### src/rtl/cnv_pkg.sv
package cnv_pkg;

  typedef enum logic {
    SEL_LOW  = 1'b0,
    SEL_HIGH = 1'b1
  } byte_sel_e;

endpackage

### src/rtl/cnv_freeze_ctrl.sv
module cnv_freeze_ctrl
  import cnv_pkg::*;
(
  input  logic clk,
  input  logic rst_n,
  input  logic rd_en_i,
  input  logic rd_sel_i,
  input  logic conv_done_i,
  output logic frozen_o,
  output logic store_en_o
);

  logic freeze_q;
  logic freeze_d;
  logic rd_low;
  logic rd_high;

  assign rd_low  = rd_en_i && (rd_sel_i == SEL_LOW);
  assign rd_high = rd_en_i && (rd_sel_i == SEL_HIGH);

  always_comb begin
    freeze_d = freeze_q;
    if (rd_low) begin
      freeze_d = 1'b1;
    end else if (rd_high) begin
      freeze_d = 1'b0;
    end
  end

  always_ff @(posedge clk or negedge rst_n) begin
    if (!rst_n) begin
      freeze_q <= 1'b0;
    end else begin
      freeze_q <= freeze_d;
    end
  end

  // A lower-byte read in this cycle already blocks the store, so the pair stays coherent.
  assign store_en_o = conv_done_i && !freeze_q && !rd_low;
  assign frozen_o   = freeze_q;

  p_low_read_freezes_r4: assert property (@(posedge clk) disable iff (!rst_n)
    rd_low |=> frozen_o);

  p_high_read_releases_r5: assert property (@(posedge clk) disable iff (!rst_n)
    rd_high |=> !frozen_o);

  p_unfrozen_stays_r7: assert property (@(posedge clk) disable iff (!rst_n)
    (!frozen_o && !rd_low) |=> !frozen_o);

endmodule

### src/rtl/cnv_result_store.sv
module cnv_result_store #(
  parameter int RES_W = 10
) (
  input  logic             clk,
  input  logic             rst_n,
  input  logic             store_en_i,
  input  logic [RES_W-1:0] value_i,
  output logic [RES_W-1:0] result_o
);

  logic [RES_W-1:0] res_q;
  logic [RES_W-1:0] res_d;

  always_comb begin
    res_d = res_q;
    if (store_en_i) begin
      res_d = value_i;
    end
  end

  always_ff @(posedge clk or negedge rst_n) begin
    if (!rst_n) begin
      res_q <= '0;
    end else begin
      res_q <= res_d;
    end
  end

  assign result_o = res_q;

  p_hold_when_blocked_r4: assert property (@(posedge clk) disable iff (!rst_n)
    !store_en_i |=> $stable(result_o));

  p_accept_value_r10: assert property (@(posedge clk) disable iff (!rst_n)
    store_en_i |=> (result_o == $past(value_i)));

endmodule

### src/rtl/cnv_done_flag.sv
module cnv_done_flag (
  input  logic clk,
  input  logic rst_n,
  input  logic conv_done_i,
  input  logic clr_i,
  output logic flag_o
);

  logic flag_q;
  logic flag_d;

  // A completion wins over a clear that arrives in the same cycle.
  always_comb begin
    flag_d = flag_q;
    if (conv_done_i) begin
      flag_d = 1'b1;
    end else if (clr_i) begin
      flag_d = 1'b0;
    end
  end

  always_ff @(posedge clk or negedge rst_n) begin
    if (!rst_n) begin
      flag_q <= 1'b0;
    end else begin
      flag_q <= flag_d;
    end
  end

  assign flag_o = flag_q;

  p_done_sets_flag_r6: assert property (@(posedge clk) disable iff (!rst_n)
    conv_done_i |=> flag_o);

  p_clear_drops_flag_r9: assert property (@(posedge clk) disable iff (!rst_n)
    (clr_i && !conv_done_i) |=> !flag_o);

  p_flag_holds_r9: assert property (@(posedge clk) disable iff (!rst_n)
    (!clr_i && !conv_done_i) |=> $stable(flag_o));

endmodule

### src/rtl/cnv_byte_map.sv
module cnv_byte_map
  import cnv_pkg::*;
#(
  parameter int RES_W  = 10,
  parameter int BYTE_W = 8
) (
  input  logic [RES_W-1:0]  result_i,
  input  logic              align_left_i,
  input  logic              rd_sel_i,
  output logic [BYTE_W-1:0] byte_o
);

  localparam int WORD_W = 2 * BYTE_W;
  localparam int PAD_W  = WORD_W - RES_W;

  logic [WORD_W-1:0] word_right;
  logic [WORD_W-1:0] word_left;
  logic [WORD_W-1:0] word_sel;

  generate
    if (PAD_W > 0) begin : g_padded
      assign word_right = {{PAD_W{1'b0}}, result_i};
      assign word_left  = {result_i, {PAD_W{1'b0}}};
    end else begin : g_full
      assign word_right = result_i;
      assign word_left  = result_i;
    end
  endgenerate

  always_comb begin
    word_sel = align_left_i ? word_left : word_right;
    if (rd_sel_i == SEL_HIGH) begin
      byte_o = word_sel[WORD_W-1:BYTE_W];
    end else begin
      byte_o = word_sel[BYTE_W-1:0];
    end
  end

endmodule

### src/rtl/cnv_result_regs.sv
module cnv_result_regs #(
  parameter int RES_W  = 10,
  parameter int BYTE_W = 8
) (
  input  logic              clk,
  input  logic              rst_n,
  input  logic              conv_done_i,
  input  logic [RES_W-1:0]  conv_value_i,
  input  logic              align_left_i,
  input  logic              rd_en_i,
  input  logic              rd_sel_i,
  output logic [BYTE_W-1:0] rd_data_o,
  input  logic              flag_clr_i,
  output logic              done_flag_o
);

  logic             frozen;
  logic             store_en;
  logic [RES_W-1:0] result;

  cnv_freeze_ctrl u_freeze (
    .clk         (clk),
    .rst_n       (rst_n),
    .rd_en_i     (rd_en_i),
    .rd_sel_i    (rd_sel_i),
    .conv_done_i (conv_done_i),
    .frozen_o    (frozen),
    .store_en_o  (store_en)
  );

  cnv_result_store #(.RES_W(RES_W)) u_store (
    .clk        (clk),
    .rst_n      (rst_n),
    .store_en_i (store_en),
    .value_i    (conv_value_i),
    .result_o   (result)
  );

  cnv_done_flag u_flag (
    .clk         (clk),
    .rst_n       (rst_n),
    .conv_done_i (conv_done_i),
    .clr_i       (flag_clr_i),
    .flag_o      (done_flag_o)
  );

  cnv_byte_map #(.RES_W(RES_W), .BYTE_W(BYTE_W)) u_map (
    .result_i     (result),
    .align_left_i (align_left_i),
    .rd_sel_i     (rd_sel_i),
    .byte_o       (rd_data_o)
  );

  p_frozen_drops_done_r5: assert property (@(posedge clk) disable iff (!rst_n)
    (frozen && conv_done_i) |=> $stable(result));

endmodule

### config.mk
export PLATFORM = sky130hd
export DESIGN_NAME = cnv_result_regs
export DESIGN_NICKNAME = d
export VERILOG_FILES = /design/src/rtl/cnv_pkg.sv /design/src/rtl/cnv_freeze_ctrl.sv /design/src/rtl/cnv_result_store.sv /design/src/rtl/cnv_done_flag.sv /design/src/rtl/cnv_byte_map.sv /design/src/rtl/cnv_result_regs.sv
export SDC_FILE = /design/constraint.sdc
export NUM_CORES = 1
export LEC_CHECK = 0
export BUFFER_PORTS_ARGS = -buffer_cell sky130_fd_sc_hd__buf_2
export CORE_MARGIN = 4
export CORE_UTILIZATION = 35
export CTS_BUF_LIST = sky130_fd_sc_hd__clkbuf_4
export DETAILED_ROUTE_END_ITERATION = 7
export PLACE_DENSITY_LB_ADDON = 0.3
export SETUP_SLACK_MARGIN = 0.05
export SKIP_CTS_REPAIR_TIMING = 1
export SLEW_MARGIN = 10
export SYNTH_ARGS = -nofsm -noshare
export SYNTH_HDL_FRONTEND = slang
export SYNTH_SLANG_ARGS = --single-unit
### constraint.sdc
create_clock -name clk -period 2.9 [get_ports clk]
set_input_delay 0.435 -clock clk [delete_from_list [all_inputs] [get_ports clk]]
set_output_delay 0.435 -clock clk [all_outputs]
set_load 0.02 [all_outputs]
## Word level (Yosys, flattened, before mapping)

Index checks and enable logic that the tools add are counted.

- Output and inout port bits: 9
- Logic and storage cells: 18
- Register bits after elaboration: 12

- Reduce and logical (&&, ||, !) cells: 8
- Bitwise gates (word level): 1
- Multiplexer cells: 6

Operators with widths:

| operator | number |
|---|---|
| 2-to-1 mux 16 bit | 1 |
| 2-to-1 mux 8 bit | 1 |
| logical AND 1 bit | 4 |
| 2-to-1 mux 1 bit | 4 |
| nonzero test 2 bit | 2 |
| logical NOT 1 bit | 2 |
| NOT 1 bit | 1 |

## Depth between registers and ports, before layout

- Depth in word-level cells: 4
- Mapped depth: 5
- Mapped depth without buffers: 3

## Hierarchy

From an unflattened synthesis, not the netlist that was laid out.

- Cells, all modules: 43
- Area, all modules: 626.9 µm²

By module, submodules not included:

| module | cells each | area each (µm²) | times used | seq. area each (µm²) |
|---|---|---|---|---|
| cnv_result_store | 21 | 411.6 | 1 | 250.2 |
| cnv_byte_map | 14 | 116.4 | 1 | 0.0 |
| cnv_freeze_ctrl | 5 | 62.6 | 1 | 25.0 |
| cnv_done_flag | 3 | 36.3 | 1 | 25.0 |

## Worst setup path after synthesis

No wires, ideal clock.

- Kind: in2out
- From: input align_left_i
- To: output rd_data_o[6]
- Required time: 2465 ps
- Arrival: 1177 ps
- Stages: 5
- Path slack: 1288 ps
- Cells stage by stage: buf_2 and2_1 clkbuf_1 nand2_1 o21ai_0

- Longest elaborated chain between the ends: 2

Ends and longest elaborated chain:

| element | RTL line | RTL |
|---|---|---|
| from (decl) | cnv_result_regs.sv:9 | `input logic align_left_i,` |
| 2-to-1 mux 16 bit | cnv_byte_map.sv:31 | `word_sel = align_left_i ? word_left : word_right;` |
| 2-to-1 mux 8 bit | cnv_byte_map.sv:32 | `if (rd_sel_i == SEL_HIGH) begin` |
| to (decl) | cnv_result_regs.sv:12 | `output logic [BYTE_W-1:0] rd_data_o,` |

No other way between the ends.

## Final worst setup path

- From: register u_store.res_q[3] (netlist: u_store.result_o[3])
- To: output rd_data_o[1]

- Longest elaborated chain between the ends: 2

Ends and longest elaborated chain:

| element | RTL line | RTL |
|---|---|---|
| from (decl) | cnv_result_store.sv:11 | `logic [RES_W-1:0] res_q;` |
| from (signal assigned) | cnv_result_store.sv:25 | `res_q <= res_d;` |
| 2-to-1 mux 16 bit | cnv_byte_map.sv:31 |  |
| 2-to-1 mux 8 bit | cnv_byte_map.sv:32 |  |

No other way between the ends.

==> metrics.yaml <==
status: "finished, final reports clean"
clk_path_buf_depth: 2
worst_hold_path_type: "input pin to asynchronous set/reset pin"
gr_layer_usage_met3_pct: 5.199
synth-edff-count: 0
period_minus_slack_ps: 1696
yosysWarningCount: 0
post_synthesis_mean_instance_area_um2: 12.78
yosysTopAreaCell: "sky130_fd_sc_hd__dfrtp_1"
vdd_ir_drop_max_mv: 0.3881
maxSlewViolCount: 0
globalRouteOverflowTotal: 0
grt_start_max_net_pins: 13
critPathKind: "flop to output port"
cpMaxStageDelayCell: "sky130_fd_sc_hd__dfrtp_1"
grt_pass1_wl_mm: 2.014
tritoncts_clock_tree: "built"
dp_slack_ps: 1023
cap_violations: 0
io_pins: 26
p_leak_nw: 0.3796
nets: 91
timing.fmax_ghz: 0.5896
yosysTopAreaCellShare_pct: 50.00
grt_use_met1_pct: 11.57
htree_num_levels: 1
routedWlPerCell_um: 13.73
post_synth_num_cell_types: 16
critPathCaptureType: "output port"
floorplan.die_area_um2: 2443
routabilityCongestion: 0.6456
cts-root-buf: "sky130_fd_sc_hd__clkbuf_4"
grt_util_all_layers_pct: 11.60
post-route-cell-area_um2: 752.0
antenna_left: 0
top_usage_layer: "met2"
critical_path.max_stage_delay_ps: 400
grt_antenna_before_repair: 0
start_util_pct: 38.52
synth_top_cells_by_count: "sky130_fd_sc_hd__dfrtp_1 (12), sky130_fd_sc_hd__mux2_2 (12), sky130_fd_sc_hd__a22o_1 (6)"
critical_path.cell_chain: "mux2_2 > a22o_1 > buf_2"
insertedDiodeCount: 0
synth-main-ff-cell: "sky130_fd_sc_hd__dfrtp_1"
layout.filler_cells: 146
cts_buffers: 3
final.setup.tns_ps: 0
avgViaCountPerCell: 5.258
final_min_period_over_clock_period_pct: 58.48
synthArstFlopShare_pct: 100.0
synthesis.area_um2: 600.6
detail_placement_hpwl_um: 986.3
skew_ps: 1.375
rsz_0062_raised_after_global_routing: "false"
post_detailed_route_drc_marker_count: 0
tightest_slew_ps: 760.3
worst_slew_margin_rel_pct: 49.09
start_kind: "flop"
first_pass_iters: 2
synth.yosys.seq_area_share_pct: 50.00
die_width_um: 49.43
clock_insertion_delay_worst_skew_ps: 270
post_synth_main_area_contributors: "sky130_fd_sc_hd__dfrtp_1 (50%), sky130_fd_sc_hd__mux2_2 (22%), sky130_fd_sc_hd__a22o_1 (8.8%), sky130_fd_sc_hd__mux2i_1 (3.3%), sky130_fd_sc_hd__nor3b_2 (2.1%)"
final_routed_wirelength_across_all_metal_layers_mm: 1.222
clock_sink_count: 12
number_of_drc_markers_after_the_initial_detailed_route_iteration: 1
die_y_um: 49.43
via_count_of_the_routed_design: 468
r2r_slack_ps: 1330
timing.final.hold_violations: 0
critical_path_required_ps: 2470
drive_gt1_share_pct: 58.90
placement_rows: 14
p_per_area_nw_per_um2: 593.3
vias_in_the_first_global_route: 466
crit_fanout: 3
use_met2_pct: 19.64
dpl-instance-area_um2: 725.7
setup_viol_count_final: 0
data_arrival_at_the_endpoint_of_the_critical_path_ps: 1260
setup_ws_ps: 1204
number_of_cells_produced_by_synthesis: 47
area_growth_pct: 25.21
clk_pin_slew_ps: 70
ys_ff_latch: 12
total_of_buffers_placed_on_input_and_output_ports: 25
core_area_um2: 1559
synth_fp_nets: 64
## registers in the layout, summed over array words and instances (netlist names)
name	cells
u_store.result_o	10
u_flag.flag_o	1
u_freeze.frozen_o	1
## stage by stage
stage	hold WS, ps	cells	power, W	util [%]
floorplan	139.4	47	0.0003063	-
global placement	326.7	85	0.0003451	46.55
detailed placement	327.5	85	0.0003491	46.55
CTS	27.79	89	0.0004545	48.23
global route	22.73	89	0.0004792	48.23
finish	30.70	89	0.0004462	48.23
## cell type report
type | count | area, um^2 | area share (%)
repair buffers | 25 | 125.1 | 16.64
well taps | 16 | 20.02 | 2.662
inverters | 2 | 7.507 | 0.9983
flip-flops and latches | 12 | 300.3 | 39.93
clock inverters | 1 | 3.754 | 0.4992
clock buffers | 3 | 22.52 | 2.995
multi-input cells | 30 | 272.8 | 36.27
## worst max-delay path, delay by kind of cell (launching register included)
family / cells / cell delay, ps
AOI/OAI and AO/OA: 1 / 170
buffers and inverters: 1 / 150
DFF: 1 / 400
muxes: 1 / 270
## placed cells by master (no fill, tap or decap)
cell type	count
sky130_fd_sc_hd__a21o_1	1
sky130_fd_sc_hd__a21o_2	1
sky130_fd_sc_hd__a22o_1	6
sky130_fd_sc_hd__and2_1	1
sky130_fd_sc_hd__buf_2	25
sky130_fd_sc_hd__clkbuf_4	3
sky130_fd_sc_hd__clkinv_1	1
sky130_fd_sc_hd__dfrtp_1	12
sky130_fd_sc_hd__inv_1	2
sky130_fd_sc_hd__mux2_2	12
sky130_fd_sc_hd__mux2i_1	2
sky130_fd_sc_hd__nand2_1	2
sky130_fd_sc_hd__nor2_1	1
sky130_fd_sc_hd__nor2b_2	1
sky130_fd_sc_hd__nor3b_2	1
sky130_fd_sc_hd__o21ai_0	2
## final timing paths
| path | start | end | cells after the start |
|---|---|---|---|
| max | u_store.result_o[3] | rd_data_o[1] | 3 |
| min in group clk | conv_done_i | u_flag.flag_o | 2 |
| min | rst_n | u_flag.flag_o | 1 |
| max in group asynchronous | rst_n | u_store.result_o[8] | 1 |
| max reg2reg | u_freeze.frozen_o | u_store.result_o[8] | 2 |
| min reg2reg | u_flag.flag_o | u_flag.flag_o | 1 |
## report_power, final
group	total [W]	internal, W	leakage [nW]	switching, W
combinational	0.000123	0.0000643	0.224	0.0000589
clock	0.000103	0.0000498	0.0154	0.0000528
sequential	0.000220	0.000198	0.140	0.0000227
total	0.000446	0.000312	0.380	0.000134
## cell families after synthesis
| group | synth area share [%] |
|---|---|
| AND/OR/NAND/NOR | 6.459 |
| buffers and inverters | 4.582 |
| multiplexers | 25.83 |
| AO/OA/AOI/OAI | 13.13 |
| flip-flops | 50.00 |
## routing by layer
layer	up-vias	part of all wire, %	wire length, um
met3	5	5.9	72
li1	224	-	-
met2	13	51	627
met1	226	41	495
met4	0	2.1	26
met5	-	0	0
Power figures use the tool's default switching activity.
